===== src/rtl/lfw_pkg.sv =====
package lfw_pkg;

  localparam int NUM_SEL  = 4;
  localparam int BASE_HZ  = 2000;
  localparam int PCT_LO   = 95;
  localparam int PCT_HI   = 105;

  typedef enum logic [1:0] {
    RATE_2K   = 2'd0,
    RATE_4K   = 2'd1,
    RATE_8K   = 2'd2,
    RATE_NONE = 2'd3
  } rate_e;

  // nominal reference period in system clock cycles
  function automatic int nominal_cycles(input int clk_hz, input int sel);
    return clk_hz / (BASE_HZ << sel);
  endfunction

  // earliest acceptable interval, rounded down
  function automatic int lower_cycles(input int clk_hz, input int sel);
    return (nominal_cycles(clk_hz, sel) * PCT_LO) / 100;
  endfunction

  // latest in-window interval, rounded up
  function automatic int upper_cycles(input int clk_hz, input int sel);
    return (nominal_cycles(clk_hz, sel) * PCT_HI + 99) / 100;
  endfunction

  // the counter must reach one past the widest upper bound
  function automatic int count_width(input int clk_hz);
    return $clog2(upper_cycles(clk_hz, 0) + 2);
  endfunction

endpackage


===== src/rtl/lfw_rise_detect.sv =====
module lfw_rise_detect (
  input  logic clk,
  input  logic rst,
  input  logic din,
  output logic rise
);

  logic prev_q;

  // prev resets high so a level already high at release is not an edge
  always_ff @(posedge clk) begin
    if (rst) begin
      prev_q <= 1'b1;
      rise   <= 1'b0;
    end else begin
      prev_q <= din;
      rise   <= din & ~prev_q;
    end
  end

endmodule


===== src/rtl/lfw_bounds.sv =====
module lfw_bounds
  import lfw_pkg::*;
#(
  parameter int SYS_CLK_HZ = 50_000_000,
  parameter int CW         = 16
) (
  input  logic [1:0]    sel,
  output logic [CW-1:0] lo,
  output logic [CW-1:0] hi,
  output logic          bypass
);

  logic [CW-1:0] lo_tab [NUM_SEL];
  logic [CW-1:0] hi_tab [NUM_SEL];

  generate
    for (genvar g = 0; g < NUM_SEL; g++) begin : g_rate
      if (g == int'(RATE_NONE)) begin : g_open
        assign lo_tab[g] = '0;
        assign hi_tab[g] = '1;
      end else begin : g_win
        assign lo_tab[g] = CW'(lower_cycles(SYS_CLK_HZ, g));
        assign hi_tab[g] = CW'(upper_cycles(SYS_CLK_HZ, g));
      end
    end
  endgenerate

  assign lo     = lo_tab[sel];
  assign hi     = hi_tab[sel];
  assign bypass = (sel == RATE_NONE);

endmodule


===== src/rtl/lfw_interval_timer.sv =====
module lfw_interval_timer #(
  parameter int CW = 16
) (
  input  logic          clk,
  input  logic          rst,
  input  logic          restart,
  output logic [CW-1:0] cnt
);

  localparam logic [CW-1:0] CNT_MAX = '1;
  localparam logic [CW-1:0] CNT_ONE = CW'(1);

  // counts cycles since the last passed edge, saturating at the top
  always_ff @(posedge clk) begin
    if (rst)                 cnt <= '0;
    else if (restart)        cnt <= CNT_ONE;
    else if (cnt != CNT_MAX) cnt <= cnt + CNT_ONE;
  end

endmodule


===== src/rtl/lfw_edge_gate.sv =====
module lfw_edge_gate #(
  parameter int CW = 16
) (
  input  logic          clk,
  input  logic          rst,
  input  logic          rise,
  input  logic          win_en,
  input  logic [1:0]    freq_sel,
  input  logic [CW-1:0] lo,
  input  logic [CW-1:0] hi,
  input  logic          bypass,
  input  logic [CW-1:0] cnt,
  output logic          accept,
  output logic          fresh,
  output logic          edge_ok
);

  logic       en_q;
  logic [1:0] sel_q;
  logic       rearm;
  logic       in_window;

  // history of the controls, kept running through reset
  always_ff @(posedge clk) begin
    en_q  <= win_en;
    sel_q <= freq_sel;
  end

  assign rearm     = (win_en & ~en_q) | (freq_sel != sel_q);
  assign in_window = (cnt >= lo) & (cnt <= hi);
  assign accept    = rise & (~win_en | bypass | fresh | in_window);

  // fresh: the next edge is taken unconditionally
  always_ff @(posedge clk) begin
    if (rst)         fresh <= 1'b1;
    else if (rearm)  fresh <= 1'b1;
    else if (accept) fresh <= 1'b0;
    else if (cnt == hi) fresh <= 1'b1;
  end

  always_ff @(posedge clk) begin
    if (rst) edge_ok <= 1'b0;
    else     edge_ok <= accept;
  end

endmodule


===== src/rtl/lfw_edge_window.sv =====
module lfw_edge_window
  import lfw_pkg::*;
#(
  parameter int SYS_CLK_HZ = 50_000_000
) (
  input  logic       clk,
  input  logic       rst,
  input  logic       ref_in,
  input  logic [1:0] freq_sel,
  input  logic       win_en,
  output logic       edge_ok
);

  localparam int CW = count_width(SYS_CLK_HZ);

  logic          rise_q;
  logic [CW-1:0] lo_b;
  logic [CW-1:0] hi_b;
  logic          bypass_b;
  logic [CW-1:0] tmr_cnt;
  logic          accept_c;
  logic          fresh_q;

  lfw_rise_detect u_rise (
    .clk  (clk),
    .rst  (rst),
    .din  (ref_in),
    .rise (rise_q)
  );

  lfw_bounds #(
    .SYS_CLK_HZ (SYS_CLK_HZ),
    .CW         (CW)
  ) u_bounds (
    .sel    (freq_sel),
    .lo     (lo_b),
    .hi     (hi_b),
    .bypass (bypass_b)
  );

  lfw_interval_timer #(
    .CW (CW)
  ) u_timer (
    .clk     (clk),
    .rst     (rst),
    .restart (accept_c),
    .cnt     (tmr_cnt)
  );

  lfw_edge_gate #(
    .CW (CW)
  ) u_gate (
    .clk      (clk),
    .rst      (rst),
    .rise     (rise_q),
    .win_en   (win_en),
    .freq_sel (freq_sel),
    .lo       (lo_b),
    .hi       (hi_b),
    .bypass   (bypass_b),
    .cnt      (tmr_cnt),
    .accept   (accept_c),
    .fresh    (fresh_q),
    .edge_ok  (edge_ok)
  );

endmodule


===== config.mk =====
export PLATFORM = sky130hd
export DESIGN_NAME = lfw_edge_window
export DESIGN_NICKNAME = d
export VERILOG_FILES = /design/src/rtl/lfw_pkg.sv /design/src/rtl/lfw_rise_detect.sv /design/src/rtl/lfw_bounds.sv /design/src/rtl/lfw_interval_timer.sv /design/src/rtl/lfw_edge_gate.sv /design/src/rtl/lfw_edge_window.sv
export SDC_FILE = /design/constraint.sdc
export NUM_CORES = 1
export LEC_CHECK = 0
export BUFFER_PORTS_ARGS = -buffer_cell sky130_fd_sc_hd__buf_2
export CAP_MARGIN = 15
export CORE_MARGIN = 3
export CORE_UTILIZATION = 62
export CTS_CLUSTER_SIZE = 40
export DETAILED_ROUTE_END_ITERATION = 7
export GPL_ROUTABILITY_DRIVEN = 0
export PLACE_DENSITY = 0.83
export SYNTH_ARGS = -nofsm -noshare
export SYNTH_HDL_FRONTEND = slang
export SYNTH_SLANG_ARGS = --single-unit

===== constraint.sdc =====
create_clock -name clk -period 3.6 [get_ports clk]
set_input_delay 0.72 -clock clk [delete_from_list [all_inputs] [get_ports clk]]
set_output_delay 0.72 -clock clk [all_outputs]
set_load 0.02 [all_outputs]

==> impl_results.md, run 1 <==
* Status: completed
* Crit end category: flip-flop
* Gr ovfl total at 0
* Req. time, crit path at 3860 ps
* Critical path arrival at 3450 ps
* Critical path startpoint category: primary input
* Die width at 60.73 µm
* Routed wire length at around 4.1 mm
* Initial drt markers at 100
* RSZ-0062 raised after global routing: false
* Leak at 0.7750 nW
* Post-cts sizing count at 0
* Ports at 7
* Clk buf depth at 2
* Ys flop type: dfxtp_1
* CTS buffer count at 3
* Cells after Synth at 204
* Final Hold Vio Count at 0
* Routed vias/inst at 6.389
* CTS tree: built
* Maxcap violations at 0
* # nets final at 246
* Clock tree root driver cell: clkbuf_4
* Worst hold slack at a little under 400 ps
* Clk_lat worst skew at 310 ps
* Fraction of layout cells with a size suffix above 1 at 15.87%
* PwrDens at 276.8 mW/mm²
* H-tree depth at 1
* Max-slew violation count at 0
* R2r setup slk at 1200 ps
* Top delay family on crit path: compound AO/OA/AOI/OAI gates
* Row cnt at 19
* Number of synthesized register bits at 22
* First-pass GRT wire length at approximately 6.7 mm
* Pre-CTS setup slack at around 210 ps
* Worst setup margin at roughly 410 ps
* Fraction of registers with async set/reset at 0%
* Fill count at 229
* Fmax achieved at ~310 MHz
* Die span in y at about 60 µm
* Clock transition at path regs at 130 ps
* Top-count cell post-synth: ha_1
* Final Cycle Share at 88.71%
* GRT Overall Usage at 24.42%
* Worst flop-to-flop path startpoint: u_timer.cnt[2]
* Avg Inst Size Synth at 9.102 µm²
* Inserted Diodes at 0
* Setup_tns at 0 ps
* P&R area growth vs syn at 4.447%
* Netlist cell types at 50
* Maximum vdd drop at 0.0002448 V
* Routed Antenna Nets at 0
* Slew margin rel. at between 50 and 60%
* Core box area at ~0.0028 mm²
* First-pass iteration count of the detailed router at 4
* Setup bufs post-CTS at 0
* Post-synth EDFFs at 0
* Synth cell count leaders: ha_1, dfxtp_1, inv_1, xnor2_1
* Crit path max-delay cell type: or4_1
* Clk sink count at 22
* Synth top area cells: dfxtp_1, ha_1, xnor2_1
* Effective utilization at floorplan at 66.19%
* DRC at 0
* Hold Startpoint: u_rise.prev_q
* Largest net degree at the start of global routing at 15
* Dpl hpwl at 3.185 mm
* Hold depth at 1
* CP Cell Sequence: buf_2 -> inv_1 -> ha_1 -> inv_1 -> ha_1 -> a211oi_1 -> o21ai_0 -> a311oi_4 -> o21ai_2 -> or4_1 -> o211ai_2
* Warnings, synthesis at 0
* Critical Path Max Stage Delay at about 520 ps
* Final Skew at 7.991 ps
* WHS Endpoint: u_rise.rise
* Worst Path Buf+Inv at 3
* Die area at about 0.0037 mm²
* Vias in the first global route at 1,410
* Initial antenna violation count at 0
* Crit Reg-Reg Endpoint: u_timer.cnt[12]
* Synth top area share at 23.72%
* IO Port Bufs at 6
* Largest area contributor in the netlist: dfxtp_1
* Mapped Nets at 241
* Hold/Removal Path Class: reg -> reg
* Vias at 1,527
* Crit path kind: in -> reg
* Worst-margin pin slew at 587.8 ps
* Post-synth design cell area at 0.001857 mm²
* Crit path time final at roughly 3200 ps
* Hold_buf cts at 0
* Critical path peak fanout at 8
* Worst r2r path cells at 7
* Sequential share of the synthesized area at 23.72%
* Wire per inst at 17.07 µm
* Setup violators final at 0
==> where the power goes <==
part	switching (mW)	internal [mW]
combinational	0.0527	0.0357
clock	0.0802	0.112
sequential	0.00645	0.249
==> layout make-up <==
type                       count  area (µm²)  area share, %
tap                           31       38.79          2.000
inverter                      13       48.80          2.516
multi-input combinational    163        1329          68.52
sequential                    22       440.4          22.71
clock buffer                   3       22.52          1.161
timing repair buffer           6       30.03          1.548
clock inverter                 1       30.03          1.548
==> state kept, by name (all words and copies together), names as in the netlist <==
register and cells:
u_gate.en_q 1, u_gate.fresh 1, u_rise.prev_q 1, u_gate.sel_q 2, u_timer.cnt 15, u_gate.edge_ok 1, u_rise.rise 1
==> cell usage in the layout (no fill, tap or decap), drive strengths merged, types with 5 or more instances in the layout <==
cell    instances
nand3           8
nand2           9
dfxtp          22
buf             6
nor3            8
xnor2          13
nor2           19
inv            13
nand3b          5
a21oi          10
ha             31
o21ai           5
==> worst register-to-register path, stage by stage, from the launching register on <==
cell      delay (ps)
dfxtp_1          540
ha_1             330
a21oi_1          180
a21oi_1           90
o31a_1           290
o311ai_2         360
a41o_4           420
nor3_1            90
==> worst max path at each step <==
stage                      endpoint         from  cells past startpoint  slack, ps
floorplan              u_gate.fresh  freq_sel[0]                     11        670
global placement    u_timer.cnt[12]  freq_sel[1]                     10        320
detailed placement   u_timer.cnt[4]  freq_sel[1]                     10        210
CTS                    u_gate.fresh  freq_sel[1]                     11        460
global route           u_gate.fresh  freq_sel[1]                     11        290
finish                 u_gate.fresh  freq_sel[0]                     11        410
==> logic make-up (layout without fill, tap and decap cells) <==
group	Yosys count	in the layout	synth area share, %
fa+ha+maj	32	32	21.50
simple gates	76	76	24.87
compound gates	36	36	16.11
buf+inv	19	23	4.717
mux	2	2	1.078
flops	22	22	23.72
xor+xnor	17	17	8.019
==> metal layers <==
metal	routed length (µm)	track usage, %	share of wire, %	vias to the layer above
met5	0	0	0	-
met4	89	7.430	2.2	0
met3	242	4.468	5.9	10
met2	1984	39.24	49	48
met1	1763	33.29	43	722
li1	-	-	-	747
==> stage by stage <==
stage	cells	utilization, %	cell area, µm²	power (mW)
global route	239	69.13	1939	0.5583
floorplan	204	-	1857	0.3253
finish	239	69.13	1939	0.5368
detailed placement	235	67.26	1887	0.3470
global placement	235	67.26	1887	0.3410
CTS	239	69.13	1939	0.5386
Note: power is estimated with default switching activity, not from simulation.
==> run 2: changes to the inputs <==
- RECOVER_POWER: default -> 100
==> impl_results.md, run 2 (synthesis gave the netlist of run 1 again) <==
* Setup bufs post-CTS at 0
* Clock tree root driver cell: clkbuf_4
* Placed Instance Area at between 0.0015 and 0.002 mm²
* Largest net degree at the start of global routing at 15
* DRC at 0
* # nets final at 246
* Leading cell type in the layout, fill and taps excluded: ha_1
* P&R area growth vs syn at 2.897%
* Fill count at approximately 240
* Die span in y at 60.73 µm
* Effective utilization at floorplan at 66.19%
* Dpl hpwl at 3.185 mm
* Routed Antenna Nets at 0
* H-tree depth at 1
* IO Port Bufs at 6
* Top reg by flops: u_timer.cnt
* First-pass iteration count of the detailed router at 4
* Setup_tns at 0 ps
* Clk buf depth at 2
* Design Area, Final at 0.001911 mm²
* Critical path arrival at 3570 ps
* Max-slew violation count at 0
* Crit path kind: in -> reg
* Status: completed
* Most frequent cells in the layout: ha_1, dfxtp_1, nor2_1
* Worst-margin pin slew at 593.0 ps
* Inserted Diodes at 0
* Core box area at 0.002805 mm²
* Initial antenna violation count at 0
* Fmax achieved at 302.3 MHz
* Routed wire length at 4.076 mm
* Vias at 1,532
* GRT Overall Usage at 24.42%
* Die width at 60.73 µm
* Initial drt markers at 144
* Fraction of layout cells with a size suffix above 1 at 9.615%
* Worst flop-to-flop path startpoint: u_timer.cnt[2]
* Maximum vdd drop at 0.0002438 V
* First-pass GRT wire length at ~6.7 mm
* Crit path from: freq_sel[0]
* Post-cts sizing count at 0
* Leak at 0.7625 nW
* Crit end category: flip-flop
* Ports at 7
* Final Skew at 6.751 ps
* Slew margin rel. at 59.44%
* Max reg flops at 15
* Hold/Removal Path Class: reg -> reg
* Hold_buf cts at 0
* Clk_lat worst skew at 310 ps
* CTS tree: built
* PwrDens at 279.5 mW/mm²
* Crit path time final at 3308 ps
* Req. time, crit path at 3860 ps
* Vias in the first global route at 1,410
* RSZ-0062 raised after global routing: false
* Final Hold Vio Count at 0
* Wire per inst at 17.05 µm
* Hold Startpoint: u_rise.prev_q
* Routed vias/inst at 6.410
* Row cnt at 19
* Setup violators final at 0
* Clk sink count at 22
* Largest registers: u_timer.cnt x15, u_gate.sel_q x2
* Final Cycle Share at 91.90%
* Die area at 0.003688 mm²
* Critical path peak fanout at 8
* Gr ovfl total at 0
* CTS buffer count at 3
* Clock transition at path regs at around 130 ps
* Maxcap violations at 0
* Critical path startpoint category: primary input
==> run 2: changes by cell type in the layout (fill, tap and decap cells not counted) <==
cell / before / now
buf_2: 6 / 2
clkbuf_1: 0 / 4
nor2_1: 9 / 17
nor2_2: 10 / 2
o21ai_1: 0 / 1
o21ai_2: 1 / 0
==> run 2: layout make-up <==
class | count | area [µm²] | share of cell area [%]
clock buffers | 3 | 22.52 | 1.179
clock inverters | 1 | 30.03 | 1.572
inverters | 13 | 48.80 | 2.554
multi-input cells | 163 | 1305 | 68.30
flip-flops and latches | 22 | 440.4 | 23.05
well taps | 31 | 38.79 | 2.030
repair buffers | 6 | 25.02 | 1.310
==> run 2: worst paths after layout <==
path / to / slack (ps) / depth (start not counted)
worst max register to register: u_gate.fresh / 1180 / 7
worst min register to register: u_rise.rise / 400 / 1
worst max-delay path: u_gate.fresh / 290 / 11
worst min-delay path: u_rise.rise / 400 / 1
==> run 2: stage by stage <==
stage                     utilization [%]  instances  hold WS, ps  power, mW  worst slack (ps)
after floorplan                         -        204        372.1     0.3253             669.1
after global placement              67.26        235        377.1     0.3410             318.2
after detailed placement            67.26        235        381.3     0.3470             205.2
after CTS                           69.13        239        399.9     0.5386             464.2
after global routing                68.11        239        419.2     0.5557             182.3
final                               68.11        239        397.1     0.5340             291.7
==> run 2: critical path: stages <==
cell,delay (ps)
clkbuf_1,290
inv_1,220
ha_1,350
inv_1,180
ha_1,290
a211oi_1,230
o21ai_0,190
a311oi_4,290
o21ai_1,170
or4_1,540
o211ai_2,80
==> run 2: where the power goes <==
group,internal (mW),switching (mW),total (mW)
logic,0.0349,0.0511,0.0859
clock network,0.112,0.0797,0.192
registers,0.249,0.00654,0.256
==> run 2: metal layers <==
metal	global-route usage, %	wire (µm)	vias up
met4	7.430	101	0
met3	4.468	297	12
li1	-	-	748
met1	33.29	1719	718
met2	39.24	1958	54
met5	0	0	-
==> run 3: changes to the inputs <==
- CORE_MARGIN: 3 -> default
==> impl_results.md, run 3 (synthesis gave the netlist of run 1 again) <==
* Status: completed
* Sequential Area at 440.4 µm²
* Top reg by flops: u_timer.cnt
* Crit end category: flip-flop
* Die span in y at roughly 57 µm
* PwrDens at 276.7 mW/mm²
* Die width at 56.73 µm
* Crit path max-delay cell type: ha_1
* Largest net degree at the start of global routing at 15
* Hold/Removal Path Class: reg -> reg
* Setup violators final at 0
* Fill count at 232
* Area of the multi-input gates at 0.001319 mm²
* Hold_buf cts at 0
* Crit path kind: in -> reg
* Effective utilization at floorplan at 66.19%
* Fmax achieved at 308.8 MHz
* Routed wire length at 3.808 mm
* P&R area growth vs syn at 3.571%
* Inserted Diodes at 0
* DRC at 0
* CP Cell Sequence: clkbuf_1 -> inv_1 -> ha_1 -> ha_1 -> nand3b_1 -> a221oi_1 -> a31o_1 -> o311ai_2 -> a41o_4 -> nor3_1
* H-tree depth at 1
* Dpl hpwl at 2.988 mm
* Critical Path Max Stage Delay at 560 ps
* Final Cycle Share at 89.95%
* Leak at 0.7607 nW
* Setup bufs post-CTS at 0
* Wire per inst at 15.93 µm
* Top delay family on crit path: compound AO/OA/AOI/OAI gates
* Leading cell type in the layout, fill and taps excluded: ha_1
* Pre-CTS setup slack at 223.0 ps
* First-pass GRT wire length at 6.520 mm
* IO Port Bufs at 6
* Maxcap violations at 0
* Fraction of layout cells with a size suffix above 1 at 11.54%
* Worst setup margin at 361.9 ps
* Most frequent cells in the layout: ha_1, dfxtp_1, inv_1, nor2_1, xnor2_1
* Post-cts sizing count at 0
* CTS tree: built
* Slew margin rel. at 63.11%
* Worst hold slack at 420.2 ps
* Core box area at roughly 0.0028 mm²
* RSZ-0062 raised after global routing: false
* Req. time, crit path at 3810 ps
* Ports at 7
* Max reg flops at 15
* Maximum vdd drop at 0.0002168 V
* Clk sink count at 22
* Worst-margin pin slew at 539.3 ps
* Final Skew at 1.321 ps
* Vias at 1,486
* Worst Path Buf+Inv at 2
* Clk buf depth at 2
* Gr ovfl total at 0
* Setup_tns at 0 ps
* Critical path startpoint category: primary input
* Routed vias/inst at between 6 and 7
* # nets final at 246
* Initial antenna violation count at 0
* Largest registers: u_timer.cnt x15, u_gate.sel_q x2
* Critical path arrival at 3450 ps
* Vias in the first global route at 1,480
* Routed Antenna Nets at 0
* Crit path time final at 3238 ps
* Clock transition at path regs at 130 ps
* Initial drt markers at 66
* Critical path peak fanout at 14
* Clk_lat worst skew at 310 ps
* Die area at around 0.0032 mm²
* CTS buffer count at 3
* GRT Overall Usage at between 20% and 30%
* Clock tree root driver cell: clkbuf_4
* Row cnt at 19
* Max-slew violation count at 0
* Worst path most repeated cell: ha_1
* First-pass iteration count of the detailed router at 4
* Final Hold Vio Count at 0
-- run 3: stage by stage --
step | instances | utilization (%) | total power [mW] | cell area, µm²
2_1_floorplan | 204 | - | 0.3253 | 1857
3_3_place_gp | 235 | 67.26 | 0.3422 | 1887
3_5_place_dp | 235 | 67.26 | 0.3459 | 1887
4_1_cts | 239 | 69.13 | 0.5354 | 1939
5_1_grt | 239 | 68.55 | 0.5581 | 1923
6_report | 239 | 68.55 | 0.5321 | 1923
-- run 3: metal layers --
layer / up-vias / share of wire [%] / global-route usage [%]
met5: - / 0 / 0
met4: 0 / 0.71 / 10.00
met3: 4 / 4.2 / 3.917
met2: 30 / 47 / 43.71
met1: 707 / 48 / 34.66
li1: 745 / - / -
-- run 3: worst paths after layout --
path,cells past startpoint,to,slack [ps],start
setup / recovery,10,u_timer.cnt[2],360,freq_sel[1]
hold / removal,1,u_rise.rise,420,u_rise.prev_q
setup reg to reg,7,u_gate.fresh,1320,u_timer.cnt[2]
hold reg to reg,1,u_rise.rise,420,u_rise.prev_q
-- run 3: power breakdown --
part,switching [mW],internal [mW]
logic,0.0500,0.0342
registers,0.00650,0.249
clock network,0.0796,0.113
-- run 3: layout make-up --
class	instances	area share, %
clock buffer	3	1.171
clock inverter	1	1.561
inverter	13	2.537
multi-input combinational	163	68.58
sequential	22	22.90
tap	31	2.017
timing repair buffer	6	1.236
